$ cat src/rtl/scan_pkg.sv
package scan_pkg;
  typedef enum logic [3:0] {
    ST_RESET    = 4'd0,
    ST_IDLE     = 4'd1,
    ST_DR_SEL   = 4'd2,
    ST_DR_CAP   = 4'd3,
    ST_DR_SHIFT = 4'd4,
    ST_DR_EXIT1 = 4'd5,
    ST_DR_PAUSE = 4'd6,
    ST_DR_EXIT2 = 4'd7,
    ST_DR_UPD   = 4'd8,
    ST_IR_SEL   = 4'd9,
    ST_IR_CAP   = 4'd10,
    ST_IR_SHIFT = 4'd11,
    ST_IR_EXIT1 = 4'd12,
    ST_IR_PAUSE = 4'd13,
    ST_IR_EXIT2 = 4'd14,
    ST_IR_UPD   = 4'd15
  } tap_st_t;

  typedef enum logic [1:0] {
    SEL_BYP = 2'd0,
    SEL_ID  = 2'd1,
    SEL_CTL = 2'd2
  } dr_sel_t;
endpackage

$ cat src/rtl/scan_fsm.sv
module scan_fsm
  import scan_pkg::*;
(
  input  logic    tck,
  input  logic    rst,
  input  logic    tms,
  output tap_st_t st,
  output logic    run_active
);
  tap_st_t nxt;

  always_comb begin
    unique case (st)
      ST_RESET:    nxt = tms ? ST_RESET    : ST_IDLE;
      ST_IDLE:     nxt = tms ? ST_DR_SEL   : ST_IDLE;
      ST_DR_SEL:   nxt = tms ? ST_IR_SEL   : ST_DR_CAP;
      ST_DR_CAP:   nxt = tms ? ST_DR_EXIT1 : ST_DR_SHIFT;
      ST_DR_SHIFT: nxt = tms ? ST_DR_EXIT1 : ST_DR_SHIFT;
      ST_DR_EXIT1: nxt = tms ? ST_DR_UPD   : ST_DR_PAUSE;
      ST_DR_PAUSE: nxt = tms ? ST_DR_EXIT2 : ST_DR_PAUSE;
      ST_DR_EXIT2: nxt = tms ? ST_DR_UPD   : ST_DR_SHIFT;
      ST_DR_UPD:   nxt = tms ? ST_DR_SEL   : ST_IDLE;
      ST_IR_SEL:   nxt = tms ? ST_RESET    : ST_IR_CAP;
      ST_IR_CAP:   nxt = tms ? ST_IR_EXIT1 : ST_IR_SHIFT;
      ST_IR_SHIFT: nxt = tms ? ST_IR_EXIT1 : ST_IR_SHIFT;
      ST_IR_EXIT1: nxt = tms ? ST_IR_UPD   : ST_IR_PAUSE;
      ST_IR_PAUSE: nxt = tms ? ST_IR_EXIT2 : ST_IR_PAUSE;
      ST_IR_EXIT2: nxt = tms ? ST_IR_UPD   : ST_IR_SHIFT;
      ST_IR_UPD:   nxt = tms ? ST_DR_SEL   : ST_IDLE;
      default:     nxt = ST_RESET;
    endcase
  end

  always_ff @(posedge tck) begin
    if (rst) begin
      st         <= ST_RESET;
      run_active <= 1'b0;
    end else begin
      st         <= nxt;
      run_active <= (nxt == ST_IDLE);
    end
  end
endmodule

$ cat src/rtl/scan_shreg.sv
module scan_shreg #(
  parameter int W = 8
) (
  input  logic         tck,
  input  logic         cap,
  input  logic         shf,
  input  logic [W-1:0] cap_val,
  input  logic         tdi,
  output logic [W-1:0] q
);
  generate
    if (W == 1) begin : g_single
      always_ff @(posedge tck) begin
        if (cap)      q <= cap_val;
        else if (shf) q <= tdi;
      end
    end else begin : g_multi
      always_ff @(posedge tck) begin
        if (cap)      q <= cap_val;
        else if (shf) q <= {tdi, q[W-1:1]};
      end
    end
  endgenerate
endmodule

$ cat src/rtl/scan_ir.sv
module scan_ir
  import scan_pkg::*;
#(
  parameter int              IR_W       = 8,
  parameter logic [IR_W-1:0] IR_RESET   = 8'b1000_0001,
  parameter logic [IR_W-1:0] IR_CAPTURE = 8'b0000_0001
) (
  input  logic            tck,
  input  logic            rst,
  input  tap_st_t         st,
  input  logic            tdi,
  output logic [IR_W-1:0] ir_q,
  output logic            sh_lsb
);
  logic [IR_W-1:0] sh;

  scan_shreg #(.W(IR_W)) u_sh (
    .tck     (tck),
    .cap     (st == ST_IR_CAP),
    .shf     (st == ST_IR_SHIFT),
    .cap_val (IR_CAPTURE),
    .tdi     (tdi),
    .q       (sh)
  );

  always_ff @(posedge tck) begin
    if (rst || st == ST_RESET) ir_q <= IR_RESET;
    else if (st == ST_IR_UPD)  ir_q <= sh;
  end

  assign sh_lsb = sh[0];
endmodule

$ cat src/rtl/scan_dr.sv
module scan_dr
  import scan_pkg::*;
#(
  parameter int               IR_W       = 8,
  parameter int               ID_W       = 32,
  parameter int               CTL_W      = 21,
  parameter logic [ID_W-1:0]  IDCODE_VAL = 32'h4C17_A0F3,
  parameter logic [CTL_W-1:0] CTL_RESET  = 21'd2,
  parameter logic [IR_W-1:0]  OP_ID      = 8'h81,
  parameter logic [IR_W-1:0]  OP_CTL     = 8'h82
) (
  input  logic             tck,
  input  logic             rst,
  input  tap_st_t          st,
  input  logic [IR_W-1:0]  ir_q,
  input  logic             tdi,
  output logic [CTL_W-1:0] ctl_q,
  output logic             sh_lsb
);
  dr_sel_t          sel;
  logic             cap_en, shf_en;
  logic [0:0]       byp_sh;
  logic [ID_W-1:0]  id_sh;
  logic [CTL_W-1:0] ctl_sh;

  always_comb begin
    if (ir_q == OP_ID)       sel = SEL_ID;
    else if (ir_q == OP_CTL) sel = SEL_CTL;
    else                     sel = SEL_BYP;
  end

  assign cap_en = (st == ST_DR_CAP);
  assign shf_en = (st == ST_DR_SHIFT);

  scan_shreg #(.W(1)) u_byp (
    .tck(tck), .cap(cap_en && sel == SEL_BYP), .shf(shf_en && sel == SEL_BYP),
    .cap_val(1'b0), .tdi(tdi), .q(byp_sh)
  );

  scan_shreg #(.W(ID_W)) u_id (
    .tck(tck), .cap(cap_en && sel == SEL_ID), .shf(shf_en && sel == SEL_ID),
    .cap_val(IDCODE_VAL), .tdi(tdi), .q(id_sh)
  );

  scan_shreg #(.W(CTL_W)) u_ctl (
    .tck(tck), .cap(cap_en && sel == SEL_CTL), .shf(shf_en && sel == SEL_CTL),
    .cap_val(ctl_q), .tdi(tdi), .q(ctl_sh)
  );

  always_ff @(posedge tck) begin
    if (rst || st == ST_RESET)                  ctl_q <= CTL_RESET;
    else if (st == ST_DR_UPD && sel == SEL_CTL) ctl_q <= ctl_sh;
  end

  always_comb begin
    unique case (sel)
      SEL_ID:  sh_lsb = id_sh[0];
      SEL_CTL: sh_lsb = ctl_sh[0];
      default: sh_lsb = byp_sh[0];
    endcase
  end
endmodule

$ cat src/rtl/scan_port_ctrl.sv
module scan_port_ctrl
  import scan_pkg::*;
#(
  parameter int               IR_W       = 8,
  parameter int               ID_W       = 32,
  parameter int               CTL_W      = 21,
  parameter logic [ID_W-1:0]  IDCODE_VAL = 32'h4C17_A0F3,
  parameter logic [CTL_W-1:0] CTL_RESET  = 21'd2,
  parameter logic [IR_W-1:0]  OP_ID      = 8'h81,
  parameter logic [IR_W-1:0]  OP_CTL     = 8'h82,
  parameter logic [IR_W-1:0]  IR_CAPTURE = 8'h01
) (
  input  logic       tck,
  input  logic       rst,
  input  logic       tms,
  input  logic       tdi,
  output logic       tdo,
  output logic       tdo_oe,
  output logic [3:0] state,
  output logic       run_active
);
  tap_st_t          st;
  logic [IR_W-1:0]  ir_q;
  logic [CTL_W-1:0] ctl_q;
  logic             ir_lsb, dr_lsb;

  scan_fsm u_fsm (
    .tck(tck), .rst(rst), .tms(tms), .st(st), .run_active(run_active)
  );

  scan_ir #(.IR_W(IR_W), .IR_RESET(OP_ID), .IR_CAPTURE(IR_CAPTURE)) u_ir (
    .tck(tck), .rst(rst), .st(st), .tdi(tdi), .ir_q(ir_q), .sh_lsb(ir_lsb)
  );

  scan_dr #(
    .IR_W(IR_W), .ID_W(ID_W), .CTL_W(CTL_W), .IDCODE_VAL(IDCODE_VAL),
    .CTL_RESET(CTL_RESET), .OP_ID(OP_ID), .OP_CTL(OP_CTL)
  ) u_dr (
    .tck(tck), .rst(rst), .st(st), .ir_q(ir_q), .tdi(tdi),
    .ctl_q(ctl_q), .sh_lsb(dr_lsb)
  );

  // serial output launched half a cycle after the shift edge
  always_ff @(negedge tck) begin
    if (rst) begin
      tdo    <= 1'b0;
      tdo_oe <= 1'b0;
    end else begin
      tdo_oe <= (st == ST_DR_SHIFT) || (st == ST_IR_SHIFT);
      if (st == ST_IR_SHIFT)      tdo <= ir_lsb;
      else if (st == ST_DR_SHIFT) tdo <= dr_lsb;
      else                        tdo <= 1'b0;
    end
  end

  assign state = st;
endmodule

$ cat config.mk
export PLATFORM = sky130hd
export DESIGN_NAME = scan_port_ctrl
export DESIGN_NICKNAME = d
export VERILOG_FILES = /design/src/rtl/scan_pkg.sv /design/src/rtl/scan_fsm.sv /design/src/rtl/scan_shreg.sv /design/src/rtl/scan_ir.sv /design/src/rtl/scan_dr.sv /design/src/rtl/scan_port_ctrl.sv
export SDC_FILE = /design/constraint.sdc
export NUM_CORES = 1
export LEC_CHECK = 0
export ABC_CLOCK_PERIOD_IN_PS = 2300
export BUFFER_PORTS_ARGS = -buffer_cell sky130_fd_sc_hd__buf_2
export CAP_MARGIN = 20
export CORE_MARGIN = 2
export CORE_UTILIZATION = 55
export DETAILED_ROUTE_END_ITERATION = 8
export MAX_ROUTING_LAYER = met4
export PLACE_DENSITY = 0.77
export SYNTH_ARGS = -nofsm -noshare
export SYNTH_HDL_FRONTEND = slang
export SYNTH_SLANG_ARGS = --single-unit
$ cat constraint.sdc
create_clock -name tck -period 2.3 [get_ports tck]
set_input_delay 0.46 -clock tck [delete_from_list [all_inputs] [get_ports tck]]
set_output_delay 0.46 -clock tck [all_outputs]
set_load 0.005 [all_outputs]
# --- After elaboration in Yosys (flattened, before gate mapping) ---
# Cells that the tools add are included.
word_totals:
  wordCells: 65
  out_inout_bits: 7
  input_bits: 4
  regBits: 98
classes:
  mux: 20
  n_eq_ne: 20
  n_reduce_logical: 15
ops:
  columns: ["operator", "n"]
  rows:
  - ["one-hot mux 4 bit (12 select lines)", 1]
  - ["two-way mux 21 bit", 2]
  - ["equality test 4 bit (second input constant)", 8]
  - ["equality test 4 x 3 -> 1 bit (second input constant)", 4]
  - ["equality test 8 bit (second input constant)", 2]
  - ["two-way mux 4 bit", 4]
  - ["two-way mux 2 bit", 5]
  - ["equality test 4 x 1 -> 1 bit (second input constant)", 2]
  - ["equality test 4 x 2 -> 1 bit (second input constant)", 2]
  - ["logical AND 1 bit", 7]
  - ["two-way mux 3 bit", 2]
  - ["two-way mux 1 bit", 5]
  - ["zero test 4 bit", 1]
  - ["OR reduction 2 bit", 2]
  - ["OR reduction 3 bit", 1]
  - ["equality test 2 x 1 -> 1 bit (second input constant)", 1]
  - ["equality test 2 bit (second input constant)", 1]
  - ["zero test 2 bit", 1]
  - ["logical OR 1 bit", 2]
  - ["one-hot mux 1 bit (2 select lines)", 1]
  - ["nonzero test 2 bit", 1]

# --- Depth between registers and ports, before layout ---
depth:
  depth_word: 7
  ltp_mapped: 6
  ltp_nobuf: 4

# --- Hierarchy ---
# Synthesis repeated with hierarchy kept, for this count alone.
hier_totals:
  cells_unflattened: 349
  area_unflattened_um2: 4790.8
modules_own_cells:
  columns: ["module", "seq_area_each_um2", "cells_each", "area_per_inst_um2", "n_inst"]
  rows:
  - ["scan_shreg at u_dr.u_id", 960.9, 69, 1507.7, 1]
  - ["scan_dr", 420.4, 122, 1187.4, 1]
  - ["scan_shreg at u_dr.u_ctl", 630.6, 45, 895.9, 1]
  - ["scan_shreg at u_ir.u_sh", 240.2, 18, 377.9, 1]
  - ["scan_ir", 160.2, 42, 347.8, 1]
  - ["scan_fsm", 100.1, 42, 335.3, 1]
  - ["scan_port_ctrl", 40.0, 8, 87.6, 1]
  - ["scan_shreg at u_dr.u_byp", 30.0, 3, 51.3, 1]

==> impl_table.tex <==
\begin{tabular}{lr}
\hline
Metric & Value \\
\hline
\multicolumn{2}{l}{\textbf{STA}} \\
Worst-Margin Slew & 0.504 ns \\
Worst clock skew & 0.0369 ns \\
Final Hold Slack & 0.394 ns \\
Normalized max-slew margin & 0.663 \\
RSZ-0062 raised after global routing & yes \\
Final Hold Fails & 0 \\
Count of endpoints failing setup in the final report & 3 \\
Count of pins over their slew limit & 0 \\
Setup slack of the critical path after layout & -0.213 ns \\
\multicolumn{2}{l}{\textbf{Setup path}} \\
Largest fanout on the critical path & 4 \\
Worst reg2reg endpoint & tdo \\
Launch point of the worst path & u\_ir.ir\_q[2] \\
Number of buffers and inverters on the critical path & 1 \\
Standard cell with the maximum stage delay on the critical path & nor4b\_4 \\
Launch instance of the worst register-to-register path & u\_ir.ir\_q[2] \\
Crit path launch type & register \\
Critical Path Sink Type & register \\
Slack of the worst reg-to-reg path & -0.21 ns \\
Cell-by-cell listing of the critical path & nor4b\_4 -> buf\_4 -> and3\_4 -> nand3b\_1 -> a31oi\_1 \\
Kind of cell adding the most delay to the critical path & simple AND/OR/NAND/NOR gates \\
WS Path Type & register to register \\
Cell count of the worst reg-to-reg path & 5 \\
CP Data Arrival Time & 1.63 ns \\
Worst path depth & 5 \\
Required time of the critical path & 1.42 ns \\
Destination of the critical timing path & tdo \\
Delay of the slowest cell on the worst path & 0.37 ns \\
\multicolumn{2}{l}{\textbf{Synth}} \\
Mux contribution to synthesized area & 0.209 \\
Area leader, netlist & dfxtp\_1 \\
Area share of the largest cell type after synthesis & 0.381 \\
Cell area after synthesis & 4040 um2 \\
Fraction of registers with async set/reset & 0 \\
Post-synthesis share of cell area spent on full adders, half adders and majority gates & 0 \\
Share of the yosys chip area belonging to registers & 0.537 \\
Simple-gate portion of the synthesized area & 0.150 \\
Total nets after synthesis & 373 \\
Synth Flop Type & dfxtp\_1 \\
Area fraction in compound gates after synthesis & 0.0579 \\
Post-Syn Area per Cell & 11.0 um2 \\
Cells after synthesis & 369 \\
Dominant combinational cell family by area after synthesis & multiplexers \\
Distinct cell type count of the synthesized netlist & 36 \\
Seq cells post-synth & 98 \\
XOR/XNOR share of the synthesized area & 0.00217 \\
Top cells by area in the synthesized netlist & dfxtp\_1 (38\%), edfxtp\_1 (16\%), mux2i\_1 (13\%) \\
Number of synthesis warnings & 0 \\
Count leader, synth & dfxtp\_1 \\
Number of enable flip-flop cells after synthesis & 21 \\
Ranking of synthesized cells by instance count & dfxtp\_1 (77), nand2\_1 (54), mux2i\_1 (52), nor2\_1 (46), edfxtp\_1 (21) \\
\multicolumn{2}{l}{\textbf{Power}} \\
Power density normalized to cell area & 811 nW/um2 \\
Lkg Pwr & 2.12 nW \\
Worst supply voltage drop on vdd & 0.465 mV \\
\multicolumn{2}{l}{\textbf{Clocking}} \\
TritonCTS clock tree & done \\
CTS clock-pin slew for the worst setup and hold paths & 0.10 ns \\
Maximum count of clock buffers along a single path & 2 \\
Clock root cell & clkbuf\_8 \\
Worst-Skew Late Latency & 0.39 ns \\
Cts hold-fix bufs & 0 \\
H-tree level count & 3 \\
Number of buffers inserted during clock tree synthesis & 9 \\
Total clock sinks & 98 \\
\multicolumn{2}{l}{\textbf{Placed design}} \\
Count of input and output buffers & 10 \\
Post-Place Cells & 472 \\
Placed Area & 4190 um2 \\
Worst Setup Slack post-DPL & -0.232 ns \\
Placer's final routability congestion estimate & 0.802 \\
Hpwl dp & 4090 um \\
\multicolumn{2}{l}{\textbf{Floorplanning}} \\
Die Height & 89.7 um \\
Die Footprint & 8050 um2 \\
Io pins & 11 \\
Placeable core region & 7180 um2 \\
Effective utilization at floorplan & 0.563 \\
Number of standard-cell rows in the floorplan & 31 \\
X dimension of the die & 89.7 um \\
\multicolumn{2}{l}{\textbf{Layout}} \\
Ratio of cells with drive above 1 in the final layout & 0.196 \\
Diodes inserted & 0 \\
Final design instance area without fill & 4420 um2 \\
Final net count & 391 \\
FILL cells & 576 \\
Post-route core utilization & 0.615 \\
Final Non-Filler Cells & 491 \\
Area growth from synthesis to layout & 9.26\% \\
\multicolumn{2}{l}{\textbf{Drt}} \\
Drt wl/cell & 13.2 um \\
Pre-antenna DRT Iters & 4 \\
Total DRC errors in the routed layout & 0 \\
Routed WL & 6490 um \\
Post-detailed-route via-to-cell ratio & 5.21 \\
DR iter-0 viols & 109 \\
Number of antenna-violating nets in the routed design & 0 \\
Vias post-DR & 2558 \\
\multicolumn{2}{l}{\textbf{GRT}} \\
Met2 capacity usage during global routing & 0.277 \\
First-pass GRT wire length & 11100 um \\
Global route hottest layer & met2 \\
Leftover overflow at the end of global routing & 0 \\
Met1 Use GR & 0.210 \\
Total GRT Usage & 0.173 \\
GR Util met3 & 0.0570 \\
Pin count of the biggest net entering global routing & 32 \\
Via count of the first global-routing pass & 2477 \\
Antenna violations before repair & 0 \\
\multicolumn{2}{l}{\textbf{Job}} \\
Max-capacitance violation count & 0 \\
\multicolumn{2}{l}{\textbf{Outcome}} \\
Violations in the final reports & negative setup slack \\
Outcome & finished, violations left \\
\multicolumn{2}{l}{\textbf{Min path}} \\
Tightest Hold Check Type & input port to register \\
\hline
\end{tabular}
==> cells by family (layout without fill, tap and decap cells) <==
family / count (synthesis) / in the layout
and+or+nand+nor: 126 / 126
xor gates and xnor gates: 1 / 1
AOI/OAI and AO/OA: 42 / 42
DFF: 98 / 98
muxes: 74 / 74
buffers and inverters: 28 / 51
==> metrics by stage <==
| step | total power, mW | setup TNS, ns |
|---|---|---|
| 2_1_floorplan | 2.42 | -0.311 |
| 3_3_place_gp | 2.48 | -0.186 |
| 3_5_place_dp | 2.50 | -0.232 |
| 4_1_cts | 3.62 | -0.477 |
| 5_1_grt | 3.77 | -0.554 |
| 6_report | 3.58 | -0.427 |
==> state kept, by name (all words and copies together) (netlist names) <==
signal / flops
u_dr.u_id.q: 32
u_dr.ctl_q: 21
u_dr.u_ctl.q: 21
u_ir.ir_q: 8
u_ir.u_sh.q: 8
u_fsm.st: 4
tdo: 1
tdo_oe: 1
u_dr.u_byp.q: 1
u_fsm.run_active: 1
==> timing repair <==
action,in CTS,in global routing
setup buffers,1,1
gates resized for setup,2,2
cloned,0,0
pin swaps,1,1
setup endpoints to repair,3,3
==> where the power goes <==
group | leakage [nW] | switching [mW] | internal (mW)
Combinational | 1.19 | 0.179 | 0.173
Sequential | 0.819 | 0.117 | 1.99
Clock | 0.112 | 0.605 | 0.520
==> area by class of cell <==
cell class	instances	area, um2	area share
flip-flops and latches	98	2170	0.492
multi-input cells	243	1700	0.386
repair buffers	29	193	0.0436
clock buffers	10	128	0.0289
well taps	99	124	0.0281
clock inverters	8	77.6	0.0176
inverters	4	15.0	0.00340
==> worst min path at each step <==
| stage | from | end | slack, ns | cells after the start |
|---|---|---|---|---|
| 6_report | rst | u_fsm.st[1] | 0.39 | 2 |
| 5_1_grt | rst | u_fsm.st[1] | 0.39 | 2 |
| 4_1_cts | rst | u_fsm.st[1] | 0.39 | 2 |
| 3_5_place_dp | u_dr.u_id.q[16] | u_dr.u_id.q[15] | 0.46 | 2 |
| 3_3_place_gp | u_dr.u_id.q[31] | u_dr.u_id.q[30] | 0.45 | 2 |
| 2_1_floorplan | u_dr.u_id.q[31] | u_dr.u_id.q[30] | 0.43 | 2 |
==> worst reg2reg max path, delay by kind of cell, from the launching register on <==
kind            cells  cell delay (ns)
buf+inv             1             0.19
simple gates        3             0.64
compound gates      1             0.07
flops               1             0.35
==> layout by cell type (no fill, tap or decap), types with 2 or more instances in the layout <==
cell type	Yosys	final
a311oi_1	2	2
o21ai_0	19	19
dfxtp_1	77	75
buf_4	1	19
a21oi_1	13	13
nor4b_4	2	2
mux2_4	20	20
edfxtp_1	21	21
nand2_1	54	54
buf_2	4	10
a31oi_1	5	5
inv_1	5	6
dfxtp_2	0	2
nand3_1	4	4
mux2_2	2	2
inv_6	0	3
nor2b_1	5	4
nand3b_1	2	2
nand4_1	3	3
mux2i_1	52	52
clkbuf_8	0	9
nor2_1	46	46
==> per-layer routing <==
metal	vias up	share of wire
li1	1308	-
met1	1211	0.48
met2	32	0.48
met3	7	0.029
met4	0	0.0091
met5	-	0
(Power assumes the default switching activity.)
